<file path="config.mk">
export PLATFORM = sky130hd
export DESIGN_NAME = prbs_gen
export DESIGN_NICKNAME = d
export VERILOG_FILES = /design/src/rtl/prbs_link_pkg.sv /design/src/rtl/prbs_gen.sv
export SDC_FILE = /design/constraint.sdc
export NUM_CORES = 1
export LEC_CHECK = 0
export BUFFER_PORTS_ARGS = -buffer_cell sky130_fd_sc_hd__buf_2
export CAP_MARGIN = 15
export CORE_MARGIN = 1.5
export CORE_UTILIZATION = 45
export DETAILED_ROUTE_END_ITERATION = 6
export GPL_TIMING_DRIVEN = 1
export HOLD_SLACK_MARGIN = 0.06
export PLACE_DENSITY_LB_ADDON = 0.2
export SLEW_MARGIN = 20
export SYNTH_ARGS = -nofsm -noshare
export SYNTH_HDL_FRONTEND = slang
export SYNTH_SLANG_ARGS = --single-unit
</file>
<file path="constraint.sdc">
create_clock -name clk -period 1.3 [get_ports clk]
set_input_delay 0.13 -clock clk [delete_from_list [all_inputs] [get_ports clk]]
set_output_delay 0.13 -clock clk [all_outputs]
set_load 0.01 [all_outputs]
</file>
<file path="src/rtl/prbs_link_pkg.sv">
package prbs_link_pkg;

    localparam int WORD_W = 16;
    localparam int POP_W  = 5;

    typedef logic [WORD_W-1:0] word_t;

    typedef struct packed {
        word_t data;
        logic  is_ctrl;
    } lane_t;

    typedef enum logic [1:0] {
        CHK_HUNT   = 2'd0,
        CHK_ARMED  = 2'd1,
        CHK_LOCKED = 2'd2
    } chk_state_e;

    // One shift-register advance with zero-state recovery.
    function automatic word_t lfsr_step(word_t cur, word_t seed);
        word_t nxt;
        nxt = {cur[14:0], cur[0] ^ cur[5] ^ cur[10] ^ cur[15]};
        return (nxt == '0) ? seed : nxt;
    endfunction

    function automatic logic [POP_W-1:0] pop_word(word_t w);
        logic [POP_W-1:0] n;
        n = '0;
        for (int i = 0; i < WORD_W; i++) begin
            n = n + POP_W'(w[i]);
        end
        return n;
    endfunction

endpackage

</file>
<file path="src/rtl/prbs_gen.sv">
module prbs_gen
    import prbs_link_pkg::*;
#(
    parameter word_t SEED      = 16'hACE1,
    parameter word_t ALIGN     = 16'h50BC,
    parameter int    FRAME_LEN = 4
) (
    input  logic  clk,
    input  logic  rst,
    output lane_t tx
);
    localparam int SLOT_W = (FRAME_LEN > 1) ? $clog2(FRAME_LEN) : 1;
    localparam logic [SLOT_W-1:0] LAST_SLOT = SLOT_W'(FRAME_LEN - 1);

    logic [SLOT_W-1:0] slot_q;
    word_t             state_q;
    logic              align_slot;

    assign align_slot = (slot_q == LAST_SLOT);

    always_ff @(posedge clk) begin
        if (rst) begin
            slot_q  <= '0;
            state_q <= SEED;
        end else begin
            slot_q <= align_slot ? '0 : slot_q + 1'b1;
            if (!align_slot) begin
                state_q <= lfsr_step(state_q, SEED);
            end
        end
    end

    always_comb begin
        tx.is_ctrl = align_slot;
        tx.data    = align_slot ? ALIGN : state_q;
    end

endmodule

</file>
==> impl_metrics.csv <==
group,metric,value,unit
placement,io_buffers,18,
routing,ant_nets,0,
logic_synthesis,synth-seq-cells,18,
clocking,cts_buffer_depth,2,
floorplan,core-area,1560,um^2
global_routing,grt_pass1_wl,2900,um
cells_and_area,nNetsFinal,123,
critical_path,startpoint_type,"register",
timing,rsz0062_at_grt,"yes",
floorplan,initial_core_util,49.8,%
clocking,cts_tree,"yes",
power,internal_power,0.00106,W
logic_synthesis,yosysUniqueCellTypes,24,
power,power_frac_seq,45.8,%
outcome,status,"complete, but fails checks",
routing,via_count,699,
cells_and_area,drive_gt1_share,45.4,%
critical_path,arrival,1.30,ns
floorplan,die_h,44.6,um
timing,setup_ws,-0.133,ns
cells_and_area,layout_common_cells,"17 x buf_2, 14 x buf_4, 12 x dfxtp_1",
outcome,violations,"DRC, setup timing",
power,peakVddDrop,820,uV
worst_hold_path,hold_path.class,"in2reg",
clocking,htreeDepth,1,
cells_and_area,areaGrowthSynthToFinish,43.3,%
global_routing,track_usage,19.9,%
routing,first_iter_violations,16,
power,power.density,1370,nW/um^2
timing,finalCritPeriodShare,110,%
cells_and_area,final_util,71.4,%
logic_synthesis,syn_area,777,um^2
critical_path,crit_fanout,8,
timing,skew,0.00128,ns
routing,drcViolationCount,2,
clocking,cts_hold_buf,0,
global_routing,antenna_found_initial,0,
floorplan,die_x,44.6,um
timing,slew_headroom,79.6,%
routing,dr.pass1.iters,6,
routing,via_per_inst,5.18,
cells_and_area,diodes,0,
clocking,cts-root-buf,"clkbuf_4",
power,power_frac_clock,22.3,%
run,drv_cap,0,
routing,wl,1860,um
logic_synthesis,synth_seq_area_share,46.4,%
timing,worst_slew_pin_slew,0.303,ns
critical_path,r2r_slack,0,ns
timing,drv_slew,0,
timing,period_minus_slack,1.43,ns
power,p_sw,0.000466,W
global_routing,grt_pass1_vias,658,
routing,wl_per_cell,13.8,um
cells_and_area,final_common_cell,"buf_2",
placement,globalplace.congestion,0.732,
timing,clock.fmax,698,MHz
power,static-leakage-power,0.506,nW
power,p_comb_share,31.9,%
clocking,clock-sinks,18,
logic_synthesis,synthCells,85,
logic_synthesis,yosysWarnings,0,
cells_and_area,final_cells,135,
clocking,numCtsBuffers,3,
floorplan,die_area,1990,um^2
logic_synthesis,syn-num-nets,88,
timing,hold_violations,0,
critical_path,critPathCaptureType,"output port",
floorplan,rows,14,
critical_path,path_class,"reg2out",
global_routing,grt_max_degree,13,
global_routing,grt-ovfl-total,0,
power,p_sw_share,30.5,%
logic_synthesis,avgSynthCellArea,9.14,um^2
floorplan,io-pin-count,19,
critical_path,crit_required,1.17,ns
clocking,clock_latency,0.29,ns
timing,setup_viol,17,
placement,hpwl,1200,um
clocking,clk_pin_slew_worst_paths,0.10,ns
placement,dp.cells,124,
-- worst paths after layout --
check / start / end / cells past startpoint
min: rst / slot_q[0] / 3
min reg2reg: slot_q[0] / slot_q[0] / 1
max reg2reg: slot_q[0] / state_q[6] / 3
max: slot_q[0] / tx[9] / 4
-- cell usage after synthesis --
master / number / area share (%)
dfxtp_1: 18 / 46
nor2_1: 10 / 4.8
a21oi_1: 8 / 5.2
nor2b_1: 8 / 6.4
or2_1: 8 / 6.4
mux2i_1: 4 / 5.2
nand2_1: 4 / 1.9
buf_2: 3 / 1.9
nor4_1: 3 / 2.4
o32a_1: 3 / 3.9
xnor2_1: 3 / 3.4
a31oi_1: 1 / 0.81
and2_1: 1 / 0.81
and2_4: 1 / 1.1
and4_1: 1 / 1.1
buf_4: 1 / 0.97
clkbuf_1: 1 / 0.48
ha_1: 1 / 1.6
inv_1: 1 / 0.48
nand2b_1: 1 / 0.81
nand3b_1: 1 / 0.97
nor2b_2: 1 / 1.1
nor3_1: 1 / 0.64
o31a_1: 1 / 1.1
-- per-layer routing --
metal  part of all wire [%]  vias to the layer above  track usage (%)  routed length (um)
li1                       -                      354                -                   -
met3                    3.2                        2             2.45                  59
met2                     49                       14             32.5                 913
met4                   0.32                        0             7.27                   6
met1                     47                      329             26.8                 882
met5                      0                        -                0                   0
-- what timing repair did --
| item | CTS | global route |
|---|---|---|
| setup endpoints to repair | 20 | 23 |
| buffers inserted | 4 | 2 |
| pin swaps | 3 | 10 |
| gates cloned | 0 | 1 |
| gates resized for setup | 14 | 6 |
-- state kept, by name, indices dropped and copies added (netlist names) --
register  cells
state_q      16
slot_q        2
-- critical path, cell delays in order, from the launching register on --
cell	delay, ns
dfxtp_2	0.35
ha_4	0.19
buf_6	0.14
nor2b_1	0.17
buf_2	0.16
-- power by group through the flow --
stage | clock network (W) | registers [W] | logic, W
after floorplan | 0 | 0.000684 | 0.000270
after global placement | 0 | 0.000695 | 0.000398
after detailed placement | 0 | 0.000696 | 0.000408
after CTS | 0.000349 | 0.000692 | 0.000446
after global routing | 0.000368 | 0.000710 | 0.000533
final | 0.000341 | 0.000700 | 0.000487
-- through the flow --
| stage | worst slack (ns) | instance area, um^2 | total power (W) | hold slack (ns) | setup TNS, ns |
|---|---|---|---|---|---|
| 3_5_place_dp | -0.0318 | 936 | 0.00110 | 0.417 | -0.0567 |
| 3_3_place_gp | 0.0286 | 936 | 0.00109 | 0.406 | 0 |
| 6_report | -0.133 | 1110 | 0.00153 | 0.201 | -1.40 |
| 5_1_grt | -0.179 | 1110 | 0.00161 | 0.200 | -2.48 |
| 4_1_cts | -0.136 | 1050 | 0.00149 | 0.182 | -1.28 |
| 2_1_floorplan | 0.0368 | 779 | 0.000954 | 0.343 | 0 |
-- final cells by class --
class / instances / area (um^2)
multi-input cells: 61 / 433
well taps: 16 / 20.0
repair buffers: 35 / 253
clock buffers: 4 / 36.3
flip-flops and latches: 18 / 368
fillers: 135 / 445
inverters: 1 / 3.75
-- cells by family after synthesis --
kind of cell,count (synthesis),synth area share (%)
DFF,18,46.4
adders and majority gates,1,1.61
muxes,4,5.15
and+or+nand+nor,40,28.7
xor gates and xnor gates,3,3.38
buffers and inverters,6,3.86
AOI/OAI and AO/OA,13,11.0
Power figures use the tool's default switching activity.
